[src/rtl/tdr_pkg.sv]
package tdr_pkg;
  localparam int unsigned LEN_W    = 11;
  localparam int unsigned B_LAST   = 15;
  localparam int unsigned B_EXH    = 27;
  localparam int unsigned B_UND    = 28;
  localparam int unsigned B_WRAP   = 30;
  localparam int unsigned B_USED   = 31;
  localparam int unsigned CTL_EN   = 3;
  localparam int unsigned CTL_GO   = 9;
  localparam int unsigned STS_DONE = 5;

  typedef enum logic [2:0] {
    W_IDLE, W_RD0, W_RD1, W_RDD, W_SEND, W_ERR, W_WB
  } walk_e;

  // bytes carried by the next buffer word
  function automatic logic [2:0] beat_bytes(input logic [LEN_W-1:0] left);
    return (left >= LEN_W'(4)) ? 3'd4 : left[2:0];
  endfunction

  // flag word returned to software for the first descriptor of a frame
  function automatic logic [31:0] wb_word(input logic [31:0] w1,
                                          input logic exh, input logic und);
    logic [31:0] r;
    r = w1;
    r[B_USED] = 1'b1;
    r[B_EXH]  = w1[B_EXH] | exh;
    r[B_UND]  = w1[B_UND] | und;
    return r;
  endfunction
endpackage

[src/rtl/tdr_regs.sv]
module tdr_regs #(
  parameter int unsigned ADDR_W = 16
) (
  input  logic              clk,
  input  logic              rst_n,
  input  logic              ctl_we,
  input  logic [31:0]       ctl_wdata,
  input  logic              qbase_we,
  input  logic [ADDR_W-1:0] qbase_wdata,
  input  logic              sts_we,
  input  logic [31:0]       sts_wdata,
  input  logic              busy,
  input  logic              walk_end,
  output logic              go,
  output logic [ADDR_W-1:0] qbase,
  output logic [31:0]       sts_rdata
);
  import tdr_pkg::*;

  logic done_q;
  logic unused_wbits;

  assign unused_wbits = ^{ctl_wdata, sts_wdata};
  assign go = ctl_we & ctl_wdata[CTL_GO] & ctl_wdata[CTL_EN] & ~busy;

  always_ff @(posedge clk or negedge rst_n) begin
    if (!rst_n) begin
      qbase  <= '0;
      done_q <= 1'b0;
    end else begin
      if (qbase_we) qbase <= qbase_wdata;
      if (walk_end) done_q <= 1'b1;
      else if (sts_we && sts_wdata[STS_DONE]) done_q <= 1'b0;
    end
  end

  always_comb begin
    sts_rdata = '0;
    sts_rdata[STS_DONE] = done_q;
  end

  // done is sticky unless cleared by a write of 1
  a_r10_done_sticky: assert property (@(posedge clk) disable iff (!rst_n)
    (done_q && !(sts_we && sts_wdata[STS_DONE])) |=> done_q);
endmodule

[src/rtl/tdr_ser.sv]
module tdr_ser (
  input  logic        clk,
  input  logic        rst_n,
  input  logic        ld,
  input  logic [31:0] ld_word,
  input  logic [2:0]  ld_cnt,
  input  logic        ld_sof,
  input  logic        ld_eof,
  input  logic        ld_err,
  output logic        drained,
  output logic        tx_valid,
  input  logic        tx_ready,
  output logic [7:0]  tx_data,
  output logic        tx_sof,
  output logic        tx_eof,
  output logic        tx_err
);
  logic [31:0] sh;
  logic [2:0]  cnt;
  logic        sof_f, eof_f, err_f;
  logic        fire;

  assign tx_valid = (cnt != 3'd0);
  assign fire     = tx_valid & tx_ready;
  assign tx_data  = sh[7:0];
  assign tx_sof   = sof_f;
  assign tx_eof   = eof_f & (cnt == 3'd1);
  assign tx_err   = err_f & (cnt == 3'd1);
  assign drained  = fire & (cnt == 3'd1);

  always_ff @(posedge clk or negedge rst_n) begin
    if (!rst_n) begin
      sh <= '0; cnt <= '0; sof_f <= 1'b0; eof_f <= 1'b0; err_f <= 1'b0;
    end else if (ld) begin
      sh <= ld_word; cnt <= ld_cnt;
      sof_f <= ld_sof; eof_f <= ld_eof; err_f <= ld_err;
    end else if (fire) begin
      sh    <= {8'd0, sh[31:8]};
      cnt   <= cnt - 3'd1;
      sof_f <= 1'b0;
    end
  end

  // beat held stable under backpressure
  a_r11_hold: assert property (@(posedge clk) disable iff (!rst_n)
    (tx_valid && !tx_ready) |=> (tx_valid && $stable(tx_data) && $stable(tx_sof)
                                  && $stable(tx_eof) && $stable(tx_err)));
  // an error beat always closes the frame with a zero byte
  a_r8_err_closes: assert property (@(posedge clk) disable iff (!rst_n)
    tx_err |-> (tx_eof && tx_data == 8'd0));
  // loads only land on an empty serializer
  a_r4_load_empty: assert property (@(posedge clk) disable iff (!rst_n)
    ld |-> !tx_valid);
endmodule

[src/rtl/tdr_walk.sv]
module tdr_walk #(
  parameter int unsigned ADDR_W      = 16,
  parameter int unsigned STALL_LIMIT = 16
) (
  input  logic              clk,
  input  logic              rst_n,
  input  logic              go,
  input  logic [ADDR_W-1:0] qbase,
  output logic              mem_req,
  output logic              mem_we,
  output logic [ADDR_W-1:0] mem_addr,
  output logic [31:0]       mem_wdata,
  input  logic              mem_ack,
  input  logic [31:0]       mem_rdata,
  input  logic              drained,
  output logic              ld,
  output logic [31:0]       ld_word,
  output logic [2:0]        ld_cnt,
  output logic              ld_sof,
  output logic              ld_eof,
  output logic              ld_err,
  output logic              walk_end,
  output logic              busy
);
  import tdr_pkg::*;

  localparam int unsigned SC_W = $clog2(STALL_LIMIT + 1);
  localparam logic [SC_W-1:0] STALL_MAX = SC_W'(STALL_LIMIT);

  walk_e             st;
  logic [ADDR_W-1:0] cur, nxt, first, dptr;
  logic [31:0]       first_w1;
  logic [LEN_W-1:0]  left;
  logic              last_f, in_frame, sof_pend, exh, und, err_f;
  logic [SC_W-1:0]   stall;
  logic              und_now, rd1_used, data_ok;

  assign und_now  = (stall == STALL_MAX);
  assign rd1_used = (st == W_RD1) && mem_ack && mem_rdata[B_USED];
  assign data_ok  = (st == W_RDD) && mem_ack && !und_now;
  assign walk_end = (rd1_used && !in_frame) || ((st == W_WB) && mem_ack && err_f);
  assign busy     = (st != W_IDLE);

  assign mem_req   = (st == W_RD0) || (st == W_RD1) || (st == W_RDD) || (st == W_WB);
  assign mem_we    = (st == W_WB);
  assign mem_wdata = wb_word(first_w1, exh, und);

  always_comb begin
    case (st)
      W_RD1:   mem_addr = cur + ADDR_W'(4);
      W_RDD:   mem_addr = {dptr[ADDR_W-1:2], 2'b00};
      W_WB:    mem_addr = first + ADDR_W'(4);
      default: mem_addr = cur;
    endcase
  end

  always_comb begin
    ld      = data_ok || (st == W_ERR);
    ld_word = (st == W_ERR) ? 32'd0 : mem_rdata;
    ld_cnt  = (st == W_ERR) ? 3'd1 : beat_bytes(left);
    ld_sof  = sof_pend;
    ld_eof  = (st == W_ERR) ? 1'b1 : (last_f && (left <= LEN_W'(4)));
    ld_err  = (st == W_ERR);
  end

  always_ff @(posedge clk or negedge rst_n) begin
    if (!rst_n) begin
      st <= W_IDLE; cur <= '0; nxt <= '0; first <= '0; dptr <= '0;
      first_w1 <= '0; left <= '0; last_f <= 1'b0; in_frame <= 1'b0;
      sof_pend <= 1'b0; exh <= 1'b0; und <= 1'b0; err_f <= 1'b0; stall <= '0;
    end else begin
      case (st)
        W_IDLE: if (go) begin
          cur <= qbase; in_frame <= 1'b0;
          exh <= 1'b0; und <= 1'b0; err_f <= 1'b0;
          st <= W_RD0;
        end
        W_RD0: if (mem_ack) begin
          dptr <= {mem_rdata[ADDR_W-1:2], 2'b00};
          st   <= W_RD1;
        end
        W_RD1: if (mem_ack) begin
          if (mem_rdata[B_USED]) begin
            if (in_frame) begin exh <= 1'b1; st <= W_ERR; end
            else st <= W_IDLE;
          end else begin
            nxt    <= mem_rdata[B_WRAP] ? qbase : cur + ADDR_W'(8);
            left   <= mem_rdata[LEN_W-1:0];
            last_f <= mem_rdata[B_LAST];
            stall  <= '0;
            if (!in_frame) begin
              first <= cur; first_w1 <= mem_rdata;
              in_frame <= 1'b1; sof_pend <= 1'b1;
            end
            st <= W_RDD;
          end
        end
        W_RDD: begin
          if (mem_ack) begin
            stall <= '0;
            if (und_now) begin
              und <= 1'b1; st <= W_ERR;
            end else begin
              left     <= left - LEN_W'(beat_bytes(left));
              dptr     <= dptr + ADDR_W'(4);
              sof_pend <= 1'b0;
              st       <= W_SEND;
            end
          end else if (!und_now) begin
            stall <= stall + SC_W'(1);
          end
        end
        W_ERR: begin
          err_f <= 1'b1; sof_pend <= 1'b0; st <= W_SEND;
        end
        W_SEND: if (drained) begin
          if (err_f) st <= W_WB;
          else if (left == '0) begin
            if (last_f) st <= W_WB;
            else begin cur <= nxt; st <= W_RD0; end
          end else st <= W_RDD;
        end
        W_WB: if (mem_ack) begin
          in_frame <= 1'b0;
          if (err_f) st <= W_IDLE;
          else begin cur <= nxt; st <= W_RD0; end
        end
        default: st <= W_IDLE;
      endcase
    end
  end

  // request held steady until acknowledged
  a_r12_req_hold: assert property (@(posedge clk) disable iff (!rst_n)
    (mem_req && !mem_ack) |=> (mem_req && $stable(mem_addr) && $stable(mem_we)
                               && $stable(mem_wdata)));
  // every write-back hands the descriptor to software
  a_r6_wb_used: assert property (@(posedge clk) disable iff (!rst_n)
    (mem_req && mem_we) |-> mem_wdata[B_USED]);
  // a start fetches from the queue base
  a_r2_start_base: assert property (@(posedge clk) disable iff (!rst_n)
    go |=> (mem_req && !mem_we && mem_addr == $past(qbase)));
  // an error-flagged write-back only follows an error beat
  a_r8_flag_after_err: assert property (@(posedge clk) disable iff (!rst_n)
    (mem_req && mem_we && (mem_wdata[B_EXH] != first_w1[B_EXH] ||
                           mem_wdata[B_UND] != first_w1[B_UND])) |-> err_f);
endmodule

[src/rtl/tx_desc_reader.sv]
module tx_desc_reader #(
  parameter int unsigned ADDR_W      = 16,
  parameter int unsigned STALL_LIMIT = 16
) (
  input  logic              clk,
  input  logic              rst_n,
  input  logic              ctl_we,
  input  logic [31:0]       ctl_wdata,
  input  logic              qbase_we,
  input  logic [ADDR_W-1:0] qbase_wdata,
  input  logic              sts_we,
  input  logic [31:0]       sts_wdata,
  output logic [31:0]       sts_rdata,
  output logic              mem_req,
  output logic              mem_we,
  output logic [ADDR_W-1:0] mem_addr,
  output logic [31:0]       mem_wdata,
  input  logic              mem_ack,
  input  logic [31:0]       mem_rdata,
  output logic              tx_valid,
  input  logic              tx_ready,
  output logic [7:0]        tx_data,
  output logic              tx_sof,
  output logic              tx_eof,
  output logic              tx_err
);
  logic              go, busy, walk_end, drained;
  logic [ADDR_W-1:0] qbase;
  logic              ld, ld_sof, ld_eof, ld_err;
  logic [31:0]       ld_word;
  logic [2:0]        ld_cnt;

  tdr_regs #(.ADDR_W(ADDR_W)) u_regs (
    .clk(clk), .rst_n(rst_n), .ctl_we(ctl_we), .ctl_wdata(ctl_wdata),
    .qbase_we(qbase_we), .qbase_wdata(qbase_wdata), .sts_we(sts_we),
    .sts_wdata(sts_wdata), .busy(busy), .walk_end(walk_end), .go(go),
    .qbase(qbase), .sts_rdata(sts_rdata));

  tdr_walk #(.ADDR_W(ADDR_W), .STALL_LIMIT(STALL_LIMIT)) u_walk (
    .clk(clk), .rst_n(rst_n), .go(go), .qbase(qbase), .mem_req(mem_req),
    .mem_we(mem_we), .mem_addr(mem_addr), .mem_wdata(mem_wdata),
    .mem_ack(mem_ack), .mem_rdata(mem_rdata), .drained(drained), .ld(ld),
    .ld_word(ld_word), .ld_cnt(ld_cnt), .ld_sof(ld_sof), .ld_eof(ld_eof),
    .ld_err(ld_err), .walk_end(walk_end), .busy(busy));

  tdr_ser u_ser (
    .clk(clk), .rst_n(rst_n), .ld(ld), .ld_word(ld_word), .ld_cnt(ld_cnt),
    .ld_sof(ld_sof), .ld_eof(ld_eof), .ld_err(ld_err), .drained(drained),
    .tx_valid(tx_valid), .tx_ready(tx_ready), .tx_data(tx_data),
    .tx_sof(tx_sof), .tx_eof(tx_eof), .tx_err(tx_err));

  // nothing moves before a start
  a_r1_quiet_idle: assert property (@(posedge clk) disable iff (!rst_n)
    !busy |-> (!mem_req && !tx_valid));
endmodule

[config.mk]
export PLATFORM = sky130hd
export DESIGN_NAME = tx_desc_reader
export DESIGN_NICKNAME = d
export VERILOG_FILES = /design/src/rtl/tdr_pkg.sv /design/src/rtl/tdr_regs.sv /design/src/rtl/tdr_ser.sv /design/src/rtl/tdr_walk.sv /design/src/rtl/tx_desc_reader.sv
export SDC_FILE = /design/constraint.sdc
export NUM_CORES = 1
export LEC_CHECK = 0
export BUFFER_PORTS_ARGS = -buffer_cell sky130_fd_sc_hd__buf_2
export CAP_MARGIN = 40
export CORE_ASPECT_RATIO = 1.25
export CORE_UTILIZATION = 40
export CTS_CLUSTER_DIAMETER = 80
export DETAILED_ROUTE_END_ITERATION = 10
export GPL_TIMING_DRIVEN = 0
export PLACE_DENSITY = 0.64
export SLEW_MARGIN = 20
export SYNTH_ARGS = -nofsm -noshare
export SYNTH_HDL_FRONTEND = slang
export SYNTH_SLANG_ARGS = --single-unit
[constraint.sdc]
create_clock -name clk -period 4 [get_ports clk]
set_input_delay 0.4 -clock clk [delete_from_list [all_inputs] [get_ports clk]]
set_output_delay 0.4 -clock clk [all_outputs]
set_load 0.005 [all_outputs]
==> summary.md, run 1 <==
| Metric | Value |
|---|---|
| Multi-input logic area | 4725 um^2 |
| Syn Inst Count | 1000 |
| Hold WS | approximately 190 ps |
| Worst r2r dst | u_walk.first_w1[27]$_DFFE_PN0P_ |
| Placed Area | 11150 um^2 |
| Clock buffer depth | 2 |
| DR vias | 8214 |
| # diodes | 0 |
| Post-Synth Simple-Gate Area | roughly an eighth |
| Fmax | ~260 MHz |
| Ys Warns | 0 |
| Total CTS buffers | 17 |
| RSZ-0062 raised after global routing | no |
| Initial DRC Count | between 600 and 700 |
| Skew final | 13.68 ps |
| Commonest non-fill, non-tap cell in the layout | dfrtp_1 |
| HP Class | input port to register |
| Hold Path Stages | 2 |
| Number of distinct library cells after synthesis | 77 |
| Max FO, Critical Path | 10 |
| Met3 WL | 1687 um |
| Synth Area in XOR/XNOR | 2.368% |
| Met2 routed WL | ~14000 um |
| Largest net degree at the start of global routing | 95 |
| Final Critical Period | around 3800 ps |
| Max_cap viols | 0 |
| Psw | ~0.0034 W |
| Most used cell, CP | nand2_1 |
| Drt wl/cell | ~18 um |
| Clock Root Buffer | clkbuf_16 |
| Fin area | 11740 um^2 |
| Post-Route WL | approximately 28000 um |
| Most frequent cells in the layout | 173 x dfrtp_1, 129 x buf_2, 95 x nand2_1 |
| Number of synthesized flops with an enable pin | 0 |
| TritonRoute pass-1 iters | 5 |
| Largest delay contributor family on the critical path | simple AND/OR/NAND/NOR gates |
| Remaining antenna violation count | 0 |
| Final net count | 1299 |
| Tcrit/Tclk final | between 90% and 100% |
| Clock network latency to the later pin of the worst-skew pair | 440 ps |
| Top layer in use | met4 |
| Pins Over Slew Limit | 0 |
| TritonCTS clock tree | built |
| Setup TNS | 0 ps |
| Peak VDD IR | 0.3673 mV |
| Main combinational cell family by area after synthesis | compound AO/OA/AOI/OAI gates |
| Worst-path clk slew | 80 ps |
| Share of post-route cells with drive strength above 1 | between 30% and 40% |
| Worst r2r src | u_walk.st[2]$_DFFE_PN0P_ |
| Endpoints failing hold | 0 |
| Netlist Area Pre-Place | ~10000 um^2 |
| All-Layer GR Usage | a little under a quarter |
| Die Y | 178.6 um |
| Worst Tran Pin Value | 750.2 ps |
| Setup violators final | 0 |
| Switch share | 39.50% |
| Vias per cell | 5.429 |
| Internal | 0.005272 W |
| DR DRC count | 0 |
| Initial Utilization | 40.75% |
| PortBufs | around 120 |
| Routability congestion estimate | approximately 0.95 |
| Crit-path slowest cell | dfrtp_1 |
| Vias in the first global route | 8194 |
| Die area | 25600 um^2 |
| CP required | around 3600 ps |
| Instance count on the critical path | 13 |
| Reg2Reg Depth | 10 |
| H-tree levels | 4 |
| Share of synthesized flip-flops with an asynchronous set or reset | 100.0% |
| Mux cell area share after synthesis | 13.21% |
| Die width | about 140 um |
| CP startpoint kind | register |
| Crit-path max cell delay | 420 ps |
| Worst Min Path Start | qbase_wdata[6] |
| DPL Wire Length | 20760 um |
| Register area | 4329 um^2 |
| Flop pwr share | 35.8% |
| WS Path Type | register to output port |
| CP Capture Type | output port |
| Clock power share | 19.0% |
| Logic gate share of total power | between 40 and 50% |
| Crit-path cells | clkbuf_8 -> nand3b_1 -> inv_2 -> buf_2 -> nand2_1 -> nand2_1 -> ha_2 -> nand2_1 -> nor3_1 -> a211oi_1 -> nor4_1 -> a221o_1 -> buf_2 |
| Row count | 64 |
| M1 WL | between 10000 and 15000 um |
| R2r setup slk | 1450 ps |
| Area grow syn2layout | 17.61% |
| Sequential area share after synthesis | 43.36% |
| I/O pin count | 213 |
| Fillcell total | 2373 |
| Overflow after GRT | 0 |
| Area share of fa/ha/maj cells after synthesis | 1.253% |
| Relative slew slack | 49.99% |
| Antenna violations before repair | 0 |
| Primary FF master, synth | dfrtp_1 |
| Outcome | completed |
| CP bufs+invs | 4 |
| First-pass GRT wire length | approximately 45000 um |
| Syn avg cell area | 9.985 um^2 |
| Min-Delay Endpoint | u_regs.qbase[6]$_DFFE_PN0P_ |
| Core area | roughly 25000 um^2 |
| Lkg Pwr | 5.270 nW |
| Register bit count reported by yosys | around 170 |
| Compound-gate portion of the synthesized area | roughly 17% |
| Cell Pwr Density | 742.1 nW/um^2 |
| Clock sinks | 173 |
| Critical Path AT | around 3400 ps |
## flip-flops by register name (all words and copies together), names as in the netlist, 3 cells and up
register and cells:
u_ser.sh 32, u_regs.qbase 16, u_walk.nxt 16, u_ser.cnt 3
u_walk.first_w1 31, u_walk.st 3, u_walk.left 11, u_walk.dptr 14
u_walk.cur 16, u_walk.first 16, u_walk.stall 5
## power groups by stage
stage	clock network, W	logic, W	registers [W]
5_1_grt	0.00176	0.00434	0.00321
6_report	0.00166	0.00394	0.00312
3_3_place_gp	0	0.00388	0.00311
4_1_cts	0.00169	0.00394	0.00311
2_1_floorplan	0	0.00280	0.00293
3_5_place_dp	0	0.00392	0.00313
## per-stage QoR
stage	setup slack (ps)	instances	power, W	utilization (%)
CTS	16.53	1514	0.008740	47.93
floorplan	1179	1032	0.005731	-
finish	214.5	1513	0.008714	47.92
detailed placement	484.7	1481	0.007057	45.49
global route	9.421	1513	0.009310	47.92
global placement	-378.4	1480	0.006983	45.33
## Yosys cell counts (17+ instances only)
cell type,n,share of area (%)
a21oi_1,49,2.5
a22o_1,17,1.5
a2bb2oi_1,29,2.5
buf_4,74,5.6
clkbuf_1,37,1.4
dfrtp_1,173,43
inv_1,17,0.64
mux2_2,84,9.5
mux2i_1,23,2.3
nand2_1,95,3.6
nand3_1,25,1.3
nor2_1,49,1.8
nor3_1,22,1.1
o21ai_0,76,3.8
o22ai_1,17,1.1
xnor2_1,18,1.6
## worst register-to-register path, cell delays in order, from the launching register on
cell and delay (ps):
dfrtp_1 370, buf_6 140, nor2b_1 100, buf_2 220
and3_1 170, buf_2 180, nand2_2 220, nor2_1 190
buf_4 280, buf_6 210, mux2_2 340
## area by class of cell
cell class	count	share of cell area, %
Clock inverter	14	1.268
Buffer	144	8.364
Timing Repair Buffer	120	5.434
Multi-Input combinational cell	696	40.23
Sequential cell	173	36.87
Inverter	18	0.5754
Tap cell	330	3.516
Clock buffer	18	3.740
## cell families after synthesis
| kind of cell | after synthesis |
|---|---|
| compound gates | 251 |
| flops | 173 |
| xor+xnor | 27 |
| fa+ha+maj | 10 |
| buf+inv | 163 |
| mux | 117 |
| other cells | 2 |
| simple gates | 257 |
## worst max path at each step
stage | startpoint | endpoint | slack, ps
after floorplan | u_walk.st[0]$_DFFE_PN0P_ | mem_addr[10] | 1180
after global placement | rst_n | u_regs.qbase[6]$_DFFE_PN0P_ | -380
after detailed placement | u_walk.st[0]$_DFFE_PN0P_ | mem_addr[10] | 480
after CTS | u_walk.st[0]$_DFFE_PN0P_ | mem_addr[10] | 20
after global routing | u_walk.st[0]$_DFFE_PN0P_ | mem_addr[10] | 9
final | u_walk.st[0]$_DFFE_PN0P_ | mem_addr[10] | 210
## timing repair
| action | in CTS | in global routing |
|---|---|---|
| buffers inserted | 0 | 0 |
| resized for setup | 0 | 1 |
| endpoints found under the setup margin | 0 | 5 |
| hold buffers | 1 | 0 |
| hold endpoints to repair | 64 | 0 |
## routing by layer
metal	vias up	GRT usage [%]
li1	3854	-
met1	3985	29.32
met2	321	38.33
met3	54	4.081
met4	0	9.973
met5	-	0
(Power assumes the default switching activity.)
==> run 2: changes to the inputs <==
==> constraint.sdc (replaced) <==
create_clock -name clk -period 4 [get_ports clk]
set_input_delay 0.8 -clock clk [delete_from_list [all_inputs] [get_ports clk]]
set_output_delay 0.8 -clock clk [all_outputs]
set_load 0.005 [all_outputs]
==> summary.md, run 2 (synthesized netlist as in run 1, its figures left out) <==
| Metric | Value |
|---|---|
| Outcome | completed (unchanged) |
| TritonRoute pass-1 iters | 5 (unchanged) |
| Fillcell total | 2375 (was 2373) |
| First-pass GRT wire length | 44820 um (was 44810 um) |
| Clock Root Buffer | clkbuf_16 (unchanged) |
| CP startpoint kind | register (unchanged) |
| Setup TNS | 0 ps (unchanged) |
| Most frequent cells in the layout | 173 x dfrtp_1, 128 x buf_2, 95 x nand2_1 (was 173 x dfrtp_1, 129 x buf_2, 95 x nand2_1) |
| Share of post-route cells with drive strength above 1 | 30.88% (was 30.85%) |
| All-Layer GR Usage | 23.06% (about the same) |
| # diodes | 0 (unchanged) |
| Post-Route WL | 27870 um (was 27930 um) |
| RSZ-0062 raised after global routing | no (unchanged) |
| Largest net degree at the start of global routing | 95 (unchanged) |
| Relative slew slack | 50.96% (was 49.99%) |
| Vias in the first global route | 8177 (was 8194) |
| Endpoints failing hold | 0 (unchanged) |
| DR vias | 8210 (was 8214) |
| Max_cap viols | 0 (unchanged) |
| Worst-path clk slew | 80 ps (about the same) |
| Final Critical Period | 3628 ps (was 3786 ps) |
| Die Y | 178.6 um (unchanged) |
| Pins Over Slew Limit | 0 (unchanged) |
| Overflow after GRT | 0 (unchanged) |
| Lkg Pwr | 5.264 nW (was 5.270 nW) |
| Largest regs | u_ser.sh x32, u_walk.first_w1 x31 (unchanged) |
| Initial DRC Count | 683 (was 684) |
| Routability congestion estimate | 0.9469 (unchanged) |
| Fmax | 275.6 MHz (was 264.2 MHz) |
| Max FO, Critical Path | 10 (unchanged) |
| Drt wl/cell | 18.44 um (was 18.46 um) |
| HP Class | input port to asynchronous set/reset pin (was input port to register) |
| WS Path Type | register to output port (unchanged) |
| TritonCTS clock tree | built (unchanged) |
| Worst Tran Pin Value | 735.6 ps (was 750.2 ps) |
| Hold WS | 359.6 ps (was 186.7 ps) |
| I/O pin count | 213 (unchanged) |
| Fin worst setup slack | 372.0 ps (was 214.5 ps) |
| Area grow syn2layout | 17.56% (was 17.61%) |
| Cell Pwr Density | 742.6 nW/um^2 (was 742.1 nW/um^2) |
| Power Total | 0.008716 W (was 0.008714 W) |
| Skew final | 16.28 ps (was 13.68 ps) |
| Remaining antenna violation count | 0 (unchanged) |
| Antenna violations before repair | 0 (unchanged) |
| Peak VDD IR | 0.3668 mV (was 0.3673 mV) |
| DR DRC count | 0 (unchanged) |
| Setup violators final | 0 (unchanged) |
| Critical Path AT | 2830 ps (was 3390 ps) |
| CP required | 3200 ps (was 3600 ps) |
| Clock buffer depth | 2 (unchanged) |
| Vias per cell | 5.430 (was 5.429) |
| Row count | 64 (unchanged) |
| DPL Wire Length | 20760 um (unchanged) |
| Initial Utilization | 40.75% (unchanged) |
| Total CTS buffers | 17 (unchanged) |
| Worst slack, placed | 84.66 ps (was 484.7 ps) |
| Max FFs per register | 32 (unchanged) |
| Die area | 25600 um^2 (unchanged) |
| Placed Area | 11150 um^2 (unchanged) |
| H-tree levels | 4 (unchanged) |
| Clock network latency to the later pin of the worst-skew pair | 440 ps (about the same) |
| PortBufs | 118 (unchanged) |
| Commonest non-fill, non-tap cell in the layout | dfrtp_1 (unchanged) |
| Core area | 24500 um^2 (unchanged) |
| Clock sinks | 173 (unchanged) |
| Die width | 143.3 um (unchanged) |
| Largest reg by FF count | u_ser.sh (unchanged) |
| Fin area | 11740 um^2 (about the same) |
| CP Capture Type | output port (unchanged) |
| Final net count | 1298 (was 1299) |
| Tcrit/Tclk final | 90.70% (was 94.64%) |
==> run 2: critical path, stage by stage (launching register included) <==
cell	delay [ps]
dfrtp_1	400
clkbuf_8	190
clkbuf_1	440
buf_1	480
clkbuf_1	410
a22oi_1	170
o21ai_0	150
buf_2	160
==> run 2: worst paths after layout <==
check	end	slack, ps	start	depth (start not counted)
setup / recovery	mem_addr[14]	370	u_walk.st[0]$_DFFE_PN0P_	7
hold / removal	u_walk.first_w1[3]$_DFFE_PN0P_	360	rst_n	1
setup reg to reg	u_ser.sh[8]$_DFFE_PN0P_	1440	u_walk.stall[0]$_DFFE_PN0P_	10
hold reg to reg	u_ser.err_f$_DFFE_PN0N_	480	u_ser.err_f$_DFFE_PN0N_	1
max in group asynchronous	u_regs.qbase[0]$_DFFE_PN0P_	2720	rst_n	2
min in group clk	u_ser.err_f$_DFFE_PN0N_	480	u_ser.err_f$_DFFE_PN0N_	1
==> run 2: area by class of cell <==
| cell class | instances | area (um^2) | area share, % |
|---|---|---|---|
| Multi-Input combinational cell | 696 | 4725 | 40.25 |
| Sequential cell | 173 | 4329 | 36.88 |
| Buffer | 143 | 977.2 | 8.325 |
| Timing Repair Buffer | 120 | 635.6 | 5.415 |
| Clock buffer | 18 | 439.2 | 3.742 |
| Tap cell | 330 | 412.9 | 3.518 |
| Clock inverter | 14 | 148.9 | 1.269 |
| Inverter | 18 | 70.07 | 0.5970 |
==> run 2: where the power goes <==
part / switching (W) / total [W] / internal (W)
Combinational: 0.00201 / 0.00394 / 0.00193
Sequential: 0.000631 / 0.00312 / 0.00249
Clock: 0.000808 / 0.00166 / 0.000848
Total: 0.00344 / 0.00872 / 0.00527
==> run 2: stage by stage <==
| stage | instances | util, % |
|---|---|---|
| after global routing | 1512 | 47.90 |
| after global placement | 1480 | 45.33 |
| after floorplan | 1032 | - |
| after detailed placement | 1481 | 45.49 |
| final | 1512 | 47.90 |
| after CTS | 1513 | 47.92 |
==> run 2: timing repair <==
| action | 4_1_cts | 5_1_grt |
|---|---|---|
| buffers inserted | 1 | 0 |
| hold buffers | 0 | 0 |
| setup endpoints to repair | 6 | 1 |
| gates resized for setup | 2 | 0 |
==> run 2: routing by layer <==
metal  routed length, um  GRT usage (%)  share of wire (%)  vias to the layer above
met4                 903          9.885                3.2                        0
met1               11740          29.34                 42                     3988
li1                    -              -                  -                     3838
met3                1716          4.081                6.2                       50
met5                   0              0                  0                        -
met2               13520          38.37                 48                      334
